**config.mk**
```make
export PLATFORM = sky130hd
export DESIGN_NAME = i2c_start_gen
export DESIGN_NICKNAME = d
export VERILOG_FILES = /design/src/rtl/i2cs_pkg.sv /design/src/rtl/i2cs_sync.sv /design/src/rtl/i2cs_brg.sv /design/src/rtl/i2cs_seq.sv /design/src/rtl/i2c_start_gen.sv
export SDC_FILE = /design/constraint.sdc
export NUM_CORES = 1
export LEC_CHECK = 0
export ABC_AREA = 0
export CORE_MARGIN = 2
export CORE_UTILIZATION = 53
export CTS_CLUSTER_SIZE = 12
export DETAILED_ROUTE_END_ITERATION = 8
export MAX_ROUTING_LAYER = met4
export PLACE_DENSITY = 0.82
export SKIP_LAST_GASP = 1
export SYNTH_ARGS = -nofsm -noshare
export SYNTH_HDL_FRONTEND = slang
export SYNTH_HIERARCHICAL = 1
export SYNTH_SLANG_ARGS = --single-unit
```
**constraint.sdc**
```tcl
create_clock -name clk -period 5.4 [get_ports clk]
set_input_delay 1.35 -clock clk [delete_from_list [all_inputs] [get_ports clk]]
set_output_delay 1.35 -clock clk [all_outputs]
set_load 0.02 [all_outputs]
```
**src/rtl/i2cs_pkg.sv**
```systemverilog
package i2cs_pkg;

    typedef enum logic [1:0] {
        ST_IDLE = 2'd0,
        ST_PRE  = 2'd1,
        ST_POST = 2'd2,
        ST_HELD = 2'd3
    } stg_e;

    typedef struct packed {
        logic scl;
        logic sda;
    } line_t;

    localparam int NUM_LINES = 2;
    localparam int NUM_FLAGS = 2;

    function automatic logic both_high(input line_t l);
        return l.sda & l.scl;
    endfunction

endpackage

```
**src/rtl/i2cs_sync.sv**
```systemverilog
module i2cs_sync #(
    parameter int STAGES = 2
) (
    input  logic clk,
    input  logic rst,
    input  logic d,
    output logic q
);
    logic [STAGES-1:0] sh;

    always_ff @(posedge clk) begin
        if (rst) sh <= '1;
        else     sh <= {sh[STAGES-2:0], d};
    end

    assign q = sh[STAGES-1];
endmodule

```
**src/rtl/i2cs_brg.sv**
```systemverilog
module i2cs_brg #(
    parameter int W = 8
) (
    input  logic         clk,
    input  logic         rst,
    input  logic         load,
    input  logic         run,
    input  logic [W-1:0] reload,
    output logic         tout
);
    logic [W-1:0] cnt;

    always_ff @(posedge clk) begin
        if (rst)                     cnt <= '0;
        else if (load)               cnt <= reload;
        else if (run && cnt != '0)   cnt <= cnt - 1'b1;
    end

    assign tout = (cnt == '0);
endmodule

```
**src/rtl/i2cs_seq.sv**
```systemverilog
module i2cs_seq
    import i2cs_pkg::*;
(
    input  logic  clk,
    input  logic  rst,
    input  logic  start_req,
    input  line_t ln,
    input  logic  tout,
    output logic  load,
    output logic  run,
    output logic  sda_drv,
    output logic  start_en,
    output logic  start_seen,
    output logic  set_done,
    output logic  set_col
);
    stg_e st, nxt;

    always_comb begin
        nxt      = st;
        load     = 1'b0;
        set_done = 1'b0;
        set_col  = 1'b0;
        unique case (st)
            ST_IDLE: begin
                if (start_req) begin
                    if (both_high(ln)) begin
                        load = 1'b1;
                        nxt  = ST_PRE;
                    end else begin
                        set_col = 1'b1;
                    end
                end
            end
            ST_PRE: begin
                if (!ln.scl) begin
                    set_col = 1'b1;
                    nxt     = ST_IDLE;
                end else if (tout) begin
                    if (ln.sda) begin
                        load = 1'b1;
                        nxt  = ST_POST;
                    end else begin
                        set_col = 1'b1;
                        nxt     = ST_IDLE;
                    end
                end
            end
            ST_POST: begin
                if (tout) begin
                    set_done = 1'b1;
                    nxt      = ST_HELD;
                end
            end
            default: nxt = ST_HELD;
        endcase
    end

    assign run = (st == ST_PRE) || (st == ST_POST);

    always_ff @(posedge clk) begin
        if (rst) begin
            st         <= ST_IDLE;
            sda_drv    <= 1'b0;
            start_en   <= 1'b0;
            start_seen <= 1'b0;
        end else begin
            st         <= nxt;
            sda_drv    <= (nxt == ST_POST) || (nxt == ST_HELD);
            start_en   <= (nxt == ST_PRE)  || (nxt == ST_POST);
            start_seen <= (nxt == ST_POST) || (nxt == ST_HELD);
        end
    end
endmodule

```
**src/rtl/i2c_start_gen.sv**
```systemverilog
module i2c_start_gen
    import i2cs_pkg::*;
#(
    parameter int RELOAD_W    = 8,
    parameter int SYNC_STAGES = 2
) (
    input  logic                clk,
    input  logic                rst,
    input  logic                start_req,
    input  logic [RELOAD_W-1:0] reload,
    input  logic                clr_done,
    input  logic                clr_col,
    input  logic                sda_in,
    input  logic                scl_in,
    output logic                sda_drv,
    output logic                scl_drv,
    output logic                start_en,
    output logic                start_seen,
    output logic                done_irq,
    output logic                col_irq
);
    logic [NUM_LINES-1:0] raw, syn;
    line_t                ln;
    logic                 sda_s, scl_s;
    logic                 load, run, tout, set_done, set_col;
    logic [NUM_FLAGS-1:0] fset, fclr, fq;

    assign raw = {scl_in, sda_in};

    for (genvar g = 0; g < NUM_LINES; g++) begin : g_sync
        i2cs_sync #(.STAGES(SYNC_STAGES)) u_sync (
            .clk (clk),
            .rst (rst),
            .d   (raw[g]),
            .q   (syn[g])
        );
    end

    assign sda_s  = syn[0];
    assign scl_s  = syn[1];
    assign ln.sda = sda_s;
    assign ln.scl = scl_s;

    i2cs_brg #(.W(RELOAD_W)) u_brg (
        .clk    (clk),
        .rst    (rst),
        .load   (load),
        .run    (run),
        .reload (reload),
        .tout   (tout)
    );

    i2cs_seq u_seq (
        .clk        (clk),
        .rst        (rst),
        .start_req  (start_req),
        .ln         (ln),
        .tout       (tout),
        .load       (load),
        .run        (run),
        .sda_drv    (sda_drv),
        .start_en   (start_en),
        .start_seen (start_seen),
        .set_done   (set_done),
        .set_col    (set_col)
    );

    assign fset = {set_col, set_done};
    assign fclr = {clr_col, clr_done};

    for (genvar f = 0; f < NUM_FLAGS; f++) begin : g_flag
        always_ff @(posedge clk) begin
            if (rst)          fq[f] <= 1'b0;
            else if (fset[f]) fq[f] <= 1'b1;
            else if (fclr[f]) fq[f] <= 1'b0;
        end
    end

    assign done_irq = fq[0];
    assign col_irq  = fq[1];
    assign scl_drv  = 1'b0;
endmodule

```
==> flow_summary.yaml, run 1 <==
outcome:
  outcome: "finished, final reports clean"
worst_setup_path:
  cp_cell_sequence: "or4_4 -> nor4_1 -> nand2_1 -> a21oi_1 -> clkinv_1 -> nand4b_1 -> o211ai_1"
  critPathLaunchType: "register"
  cpLargestDelayFamily: "simple AND/OR/NAND/NOR gates"
  end_kind: "register"
  cp_max_fo: 11
  crit_required_ns: 5.56
  worstSetupPathType: "reg -> reg"
  cp_slowest_cell: "nor4_1"
  crit_buf_inv: 1
  max_stage_delay_ns: 0.73
  cp.arrival_ns: 3.49
grt:
  grt_use_total: 0.1925
  grt_pass1_vias: 735
  antenna_found_initial: 0
  overflow: 0
  grt_first_pass_wirelength_mm: 3.015
  grt_max_degree: 22
final_layout:
  multiInputGateArea_um2: 585.6
  regArea_um2: 360.3
  antenna_cells: 0
  layout.nets: 154
  area_growth_pct: 23.38
  fin_cells: 156
  layout-drive-gt1-share: 0.1145
  nFillCells: 158
  final_common_cell: "clkdlybuf4s50_1"
  fin_util: 0.7035
  layout_common_cells: "clkdlybuf4s50_1, dfxtp_1, a21oi_1"
cts:
  clock-sinks: 18
  htree_levels: 1
  cts_resized: 0
  clk_latency_ns: 0.29
  clk_pin_slew_ns: 0.11
  cts_buffer_depth: 2
  cts_inserted_buffers: 3
  postCtsHoldBufs: 0
  cts_tree: "done"
  cts_root_buffer: "clkbuf_4"
  cts_setup_buffers: 0
synth:
  synth_seq_cells: 18
  synth_edf_count: 0
  synthTopCellsByArea: "dfxtp_1, ha_1, a21oi_1, nor2_1, inv_1"
  seq_area_frac_synth: 0.3582
  syn_inst: 112
  syn_area_per_cell_um2: 8.982
  synth_cell_types: 40
  synth_fp_nets: 134
  synth.cell_area_mm2: 0.001006
  async_flop_share: 0
  synth_top_area_cell: "dfxtp_1"
  ys.flop_type: "dfxtp_1"
  yosys_warnings: 6
  yosysTopAreaCellShare: 0.3582
drt:
  via_count: 869
  antenna_left: 0
  drt_pass1_iterations: 4
  wire_per_inst_um: 12.17
  wl_mm: 1.898
  drc: 0
  initialDrtViolationCount: 40
  routed_via_density: 5.571
timing:
  drv_slew: 0
  setup_viol_count_final: 0
  post-route-min-period_ns: 3.333
  max_freq_ghz: 0.3000
  worstMarginPinSlew_ns: 0.9309
  fin_skew_ns: 0.006598
  setup_tns_ns: 0
  finalHoldViolations: 0
  setup_slack_ns: 2.067
  relSlewSlack: 0.3737
  period_share: 0.6173
  rsz0062_at_grt: "no"
power:
  power.density_mw_per_mm2: 541.2
  combPwrFrac: 0.556
  clkPwrFrac: 0.126
  switchingPower_w: 0.0002795
  switching_share: 0.4161
  irDropWorstVdd_mv: 0.3793
  seqPwrFrac: 0.318
  power_leakage_nw: 0.4753
  internal_power_w: 0.0003922
placed_design:
  dp_slack_ns: 1.949
  placed_cells: 152
  portBuffers: 19
  place.gp.congestion: 0.8282
  dp_hpwl_mm: 1.423
floorplan:
  core_mm2: 0.001764
  die-area_mm2: 0.002262
  die_x_um: 47.57
  start_util: 0.5702
  die_y_um: 47.57
  ios: 21
  num_rows: 15
min_path:
  hold_path.class: "reg -> reg"
run:
  cap_violations: 0
==> worst paths after layout <==
path,from,endpoint,slack (ns),cells past startpoint
max,u_brg/cnt[2],u_brg/cnt[1],2.07,7
min,g_sync[1].u_sync/sh[0],g_sync[1].u_sync/sh[1],0.42,1
max reg2reg,u_brg/cnt[2],u_brg/cnt[1],2.07,7
min reg2reg,g_sync[1].u_sync/sh[0],g_sync[1].u_sync/sh[1],0.42,1
==> logic make-up (layout without fill, tap and decap cells) <==
logic type	count (synthesis)	in the layout	share of synthesized area
simple gates	39	39	0.2301
compound gates	28	28	0.2102
flops	18	18	0.3582
buf+inv	14	33	0.05968
fa+ha+maj	7	7	0.08706
xor+xnor	3	3	0.02612
mux	2	2	0.02487
other cells	1	1	0.003728
==> power groups by stage <==
stage,registers (W),logic (W),clock network (W)
floorplan,0.000215,0.000284,0
global placement,0.000213,0.000355,0
detailed placement,0.000216,0.000372,0
CTS,0.000213,0.000373,0.0000846
global route,0.000219,0.000415,0.0000911
finish,0.000214,0.000374,0.0000845
==> routing by layer <==
| layer | vias to the layer above | GRT usage | wire length [um] |
|---|---|---|---|
| met5 | - | - | 0 |
| met4 | 0 | 0.07568 | 29 |
| met3 | 7 | 0.04528 | 160 |
| met2 | 44 | 0.2946 | 865 |
| met1 | 385 | 0.2449 | 843 |
| li1 | 433 | - | - |
==> synth_stat cells (2+ instances only) <==
cell / number
dfxtp_1: 18
a21oi_1: 11
nor2_1: 10
inv_1: 9
ha_1: 7
nand2_1: 5
or2_1: 4
nand2b_1: 3
nor3b_1: 3
o21ai_0: 3
xnor2_1: 3
a311oi_1: 2
buf_4: 2
o21a_1: 2
o31ai_1: 2
or3_2: 2
or4_1: 2
or4_2: 2
==> area by class of cell <==
class,count,area share
inverters,10,0.03024
multi-input cells,80,0.4718
flip-flops and latches,18,0.2903
well taps,25,0.02520
repair buffers,19,0.1532
clock buffers,4,0.02923
==> per-stage QoR <==
step	power, W	hold WS (ns)	cell area (um^2)
6_report	0.0006717	0.4160	1241
5_1_grt	0.0007259	0.4267	1241
4_1_cts	0.0006703	0.4192	1241
3_5_place_dp	0.0005879	0.3937	1205
3_3_place_gp	0.0005676	0.3858	1205
2_1_floorplan	0.0004988	0.3832	1006
==> state kept, by name, summed over array words and instances (netlist names) <==
name	count
u_seq/start_en	1
u_brg/cnt	8
u_seq/st	2
col_irq	1
u_seq/start_seen	1
g_sync.u_sync/sh	4
done_irq	1
No activity file was read; power rests on OpenSTA's default activity.
==> run 2: changes to the inputs <==
- CORE_UTILIZATION: 53 -> 44
- PLACE_DENSITY: 0.82 -> 0.73
- clock period: 5.4 -> 3 ns (I/O delays scaled with it)
==> flow_summary.yaml, run 2 (synthesis gave the netlist of run 1 again) <==
final_layout:
  largest_reg_flops: 8
  fin_util: 0.5785
  final_common_cell: "clkdlybuf4s50_1"
  nFillCells: 215
  antenna_cells: 0
  layout.nets: 157
  area_growth_pct: 26.00
  top_register: "u_brg/cnt"
  layout_common_cells: "clkdlybuf4s50_1, dfxtp_1, a21oi_1"
  layout-drive-gt1-share: 0.1343
  stdcell_area_mm2: 0.001267
  top_regs: "u_brg/cnt (8), g_sync.u_sync/sh (4), u_seq/st (2)"
timing:
  setup_tns_ns: 0
  fin_skew_ns: 0.002927
  relSlewSlack: 0.6663
  worstMarginPinSlew_ns: 0.4989
  setup_slack_ns: 0.3091
  setup_viol_count_final: 0
  fin_hold_ws_ns: 0.4133
  rsz0062_at_grt: "no"
  finalHoldViolations: 0
  max_freq_ghz: 0.3716
  drv_slew: 0
  post-route-min-period_ns: 2.691
  period_share: 0.8970
worst_setup_path:
  worstSetupPathType: "reg -> reg"
  crit_required_ns: 3.24
  max_stage_delay_ns: 0.59
  critPathLaunchType: "register"
  end_kind: "register"
  cp_max_fo: 6
  cp.arrival_ns: 2.93
  cp_slowest_cell: "or4_4"
  cp_cell_sequence: "or4_4 -> nor4_1 -> buf_4 -> mux2_4 -> a311o_1 -> a31oi_2 -> inv_1 -> ha_1 -> nor2_1"
grt:
  grt_pass1_vias: 794
  grt_first_pass_wirelength_mm: 3.291
  grt_use_total: 0.1721
  grt_max_degree: 21
  antenna_found_initial: 0
  overflow: 0
power:
  power_leakage_nw: 0.4904
  switchingPower_w: 0.0005075
  combPwrFrac: 0.570
  internal_power_w: 0.0007388
  switching_share: 0.4072
  seqPwrFrac: 0.309
  clkPwrFrac: 0.120
  power.density_mw_per_mm2: 983.3
  irDropWorstVdd_mv: 0.5920
cts:
  cts_setup_buffers: 0
  clock-sinks: 18
  cts_buffer_depth: 2
  clk_pin_slew_ns: 0.10
  cts_tree: "done"
  clk_latency_ns: 0.29
  postCtsHoldBufs: 0
  cts_inserted_buffers: 3
  cts_resized: 0
  cts_root_buffer: "clkbuf_4"
  htree_levels: 1
drt:
  drt_pass1_iterations: 4
  wl_mm: 1.857
  antenna_left: 0
  wire_per_inst_um: 11.46
  initialDrtViolationCount: 34
  drc: 0
  via_count: 877
  routed_via_density: 5.414
run:
  cap_violations: 0
floorplan:
  core_mm2: 0.002191
  die_y_um: 51.82
  die_x_um: 51.82
  start_util: 0.4592
  num_rows: 17
  die-area_mm2: 0.002685
  ios: 21
placed_design:
  place.gp.congestion: 0.9157
  dp_hpwl_mm: 1.378
  dp_slack_ns: 0.3336
  portBuffers: 19
  placed_cell_area_mm2: 0.001231
outcome:
  outcome: "finished, final reports clean"
min_path:
  hold_path.class: "reg -> reg"
[run 2: cell types whose count changed in the layout (fill, tap and decap cells not counted)]
cell and delta:
buf_4 +3
[run 2: critical path: cells and delay by family, from the launching register on]
| family | cells | cell delay [ns] |
|---|---|---|
| buffers and inverters | 2 | 0.26 |
| DFF | 1 | 0.37 |
| and+or+nand+nor | 3 | 0.87 |
| muxes | 1 | 0.29 |
| adders and majority gates | 1 | 0.28 |
| AOI/OAI and AO/OA | 2 | 0.56 |
[run 2: layout make-up]
cell class	instances	area (um^2)	area share
multi-input cells	80	585.6	0.4620
flip-flops and latches	18	360.3	0.2843
repair buffers	22	212.7	0.1678
inverters	10	37.54	0.02961
clock buffers	4	36.28	0.02863
well taps	28	35.03	0.02764
[run 2: layer usage]
layer | global-route usage | wire length, um | vias up
met4 | 0.09211 | 33 | 0
met5 | - | 0 | -
li1 | - | - | 438
met3 | 0.02586 | 110 | 4
met1 | 0.2112 | 820 | 404
met2 | 0.2735 | 893 | 31
[run 2: path summary, 6_finish.rpt]
| check | startpoint | to | slack (ns) | cells after the start |
|---|---|---|---|---|
| setup / recovery | u_brg/cnt[2] | u_seq/start_en | 0.31 | 9 |
| hold / removal | g_sync[1].u_sync/sh[0] | g_sync[1].u_sync/sh[1] | 0.41 | 1 |
| setup reg to reg | u_brg/cnt[2] | u_seq/start_en | 0.31 | 9 |
| hold reg to reg | g_sync[1].u_sync/sh[0] | g_sync[1].u_sync/sh[1] | 0.41 | 1 |
[run 2: metrics by stage]
| step | instances | total power, W |
|---|---|---|
| floorplan | 112 | 0.0008978 |
| finish | 162 | 0.001246 |
| global placement | 158 | 0.001079 |
| CTS | 162 | 0.001252 |
| detailed placement | 158 | 0.001094 |
| global route | 162 | 0.001358 |
[run 2: power groups by stage]
stage          registers [W]  clock network, W  logic (W)
2_1_floorplan       0.000387                 0   0.000511
3_3_place_gp        0.000387                 0   0.000692
3_5_place_dp        0.000390                 0   0.000705
4_1_cts             0.000385          0.000159   0.000708
5_1_grt             0.000395          0.000171   0.000792
6_report            0.000385          0.000150   0.000711
==> run 3: changes to the inputs <==
- ABC_AREA: 0 -> 1
- CAP_MARGIN: default -> 40
- CORE_UTILIZATION: 44 -> 46
- PLACE_DENSITY: 0.73 -> 0.75
==> flow_summary.yaml, run 3 <==
placed_design:
  place.gp.congestion: 0.9260
  portBuffers: 19
  dp_hpwl_mm: 1.942
timing:
  period_share: 0.6993
  post-route-min-period_ns: 2.098
  max_freq_ghz: 0.4766
  fin_hold_ws_ns: 0.4286
  setup_tns_ns: 0
  rsz0062_at_grt: "no"
  drv_slew: 0
  fin_skew_ns: 0.004099
  finalHoldViolations: 0
  setup_viol_count_final: 0
synth:
  seq_area_frac_synth: 0.3196
  yosysTopAreaCellShare: 0.3196
  async_flop_share: 0
  synth.cell_area_mm2: 0.001127
  synth.most_common_cell: "nand2_1"
  synth_edf_count: 0
  synth_cell_types: 22
  yosys_warnings: 6
  synth_commonest_cells: "nand2_1, inv_1, dfxtp_1, nor2_1, nand3_1"
  syn_inst: 178
  synth_fp_nets: 200
  ys.flop_type: "dfxtp_1"
  synth_top_area_cell: "dfxtp_1"
  synth_seq_cells: 18
  synthTopCellsByArea: "dfxtp_1, nand2_1, inv_1, ha_1, nand3_1"
  syn_area_per_cell_um2: 6.333
cts:
  cts_resized: 0
  cts_root_buffer: "clkbuf_4"
  cts_tree: "done"
  cts_setup_buffers: 0
  htree_levels: 1
  clk_latency_ns: 0.31
  clk_pin_slew_ns: 0.11
  cts_buffer_depth: 2
  cts_inserted_buffers: 3
  postCtsHoldBufs: 0
  clock-sinks: 18
grt:
  grt_first_pass_wirelength_mm: 4.271
  grt_pass1_vias: 1039
  overflow: 0
  grt_use_total: 0.2131
  grt_max_degree: 11
  antenna_found_initial: 0
worst_setup_path:
  crit_required_ns: 3.21
  end_kind: "register"
  cp_slowest_cell: "dfxtp_1"
  worstSetupPathType: "reg -> reg"
  max_stage_delay_ns: 0.34
  critPathLaunchType: "register"
  cpLargestDelayFamily: "simple AND/OR/NAND/NOR gates"
  crit_buf_inv: 4
  cp.arrival_ns: 2.31
  cp_cell_sequence: "inv_1 -> ha_1 -> nand2_1 -> nor2_1 -> nand2_1 -> a21oi_1 -> buf_4 -> inv_2 -> nand2_4 -> clkinv_2 -> nor2_1 -> nor2_1"
  cp_common_cell: "nor2_1"
  cp_max_fo: 10
drt:
  wl_mm: 2.498
  antenna_left: 0
  wire_per_inst_um: 10.96
  drt_pass1_iterations: 4
  drc: 0
  routed_via_density: 4.904
  via_count: 1118
  initialDrtViolationCount: 33
outcome:
  outcome: "finished, final reports clean"
floorplan:
  die-area_mm2: 0.002863
  ios: 21
  num_rows: 17
  core_mm2: 0.002255
  start_util: 0.5000
  die_y_um: 53.51
  die_x_um: 53.51
min_path:
  hold_path.class: "reg -> reg"
power:
  irDropWorstVdd_mv: 0.6341
  power.density_mw_per_mm2: 1116
  power_leakage_nw: 0.7211
final_layout:
  largest_reg_flops: 8
  layout-drive-gt1-share: 0.1000
  nFillCells: 220
  layout.nets: 223
  final_common_cell: "nand2_1"
  top_regs: "u_brg/cnt (8), g_sync.u_sync/sh (4), u_seq/st (2)"
  layout_common_cells: "nand2_1, inv_1, clkdlybuf4s50_1"
  antenna_cells: 0
  top_register: "u_brg/cnt"
  area_growth_pct: 22.86
run:
  cap_violations: 0
## run 3: cell types whose count changed after synthesis, sizes merged, moves of 5 or more
cell,change
inv,+27
nand2,+50
nand3,+17
nor2,+10
or4,-5
## run 3: layout make-up
| cell class | count | area (um^2) | share of cell area |
|---|---|---|---|
| Clock buffer | 4 | 36.28 | 0.02620 |
| Sequential cell | 18 | 360.3 | 0.2602 |
| Tap cell | 28 | 35.03 | 0.02529 |
| Inverter | 37 | 140.1 | 0.1012 |
| Multi-Input combinational cell | 120 | 608.1 | 0.4390 |
| Timing Repair Buffer | 21 | 205.2 | 0.1481 |
## run 3: path summary, 6_finish.rpt
kind | startpoint | to | slack [ns] | depth (start not counted)
worst max-delay path | u_brg/cnt[0] | u_brg/cnt[1] | 0.90 | 12
worst min-delay path | g_sync[1].u_sync/sh[0] | g_sync[1].u_sync/sh[1] | 0.43 | 2
worst max register to register | u_brg/cnt[0] | u_brg/cnt[1] | 0.90 | 12
worst min register to register | g_sync[1].u_sync/sh[0] | g_sync[1].u_sync/sh[1] | 0.43 | 2
## run 3: metal layers
layer	share of wire	track usage
met5	0	-
met4	0.023	0.1026
met3	0.056	0.03390
met2	0.47	0.3745
met1	0.45	0.2317
## run 3: kinds of logic after synthesis
group,after synthesis,share of synthesized area
AOI/OAI and AO/OA,13,0.05882
and+or+nand+nor,98,0.3918
other,1,0.003326
DFF,18,0.3196
buffers and inverters,40,0.1409
xor gates and xnor gates,1,0.007771
adders and majority gates,7,0.07769
## run 3: worst reg2reg max path: cells and delay by family (launching register included)
family	cells	cell delay, ns
flops	1	0.34
fa+ha+maj	1	0.21
buf+inv	4	0.56
compound gates	1	0.16
simple gates	6	0.75
## run 3: where the power goes
part           switching, W  total [W]  internal [W]
sequential        0.0000806   0.000398      0.000317
combinational      0.000620   0.000991      0.000371
clock             0.0000832   0.000157     0.0000743
## run 3: through the flow
step / cells / util / power [W] / setup slack (ns) / cell area, um^2
2_1_floorplan: 178 / - / 0.001160 / 1.059 / 1127
3_3_place_gp: 224 / 0.5982 / 0.001353 / 0.8547 / 1349
3_5_place_dp: 224 / 0.5982 / 0.001378 / 0.8156 / 1349
4_1_cts: 228 / 0.6143 / 0.001545 / 0.9201 / 1385
5_1_grt: 228 / 0.6143 / 0.001704 / 0.7131 / 1385
6_report: 228 / 0.6143 / 0.001546 / 0.9020 / 1385
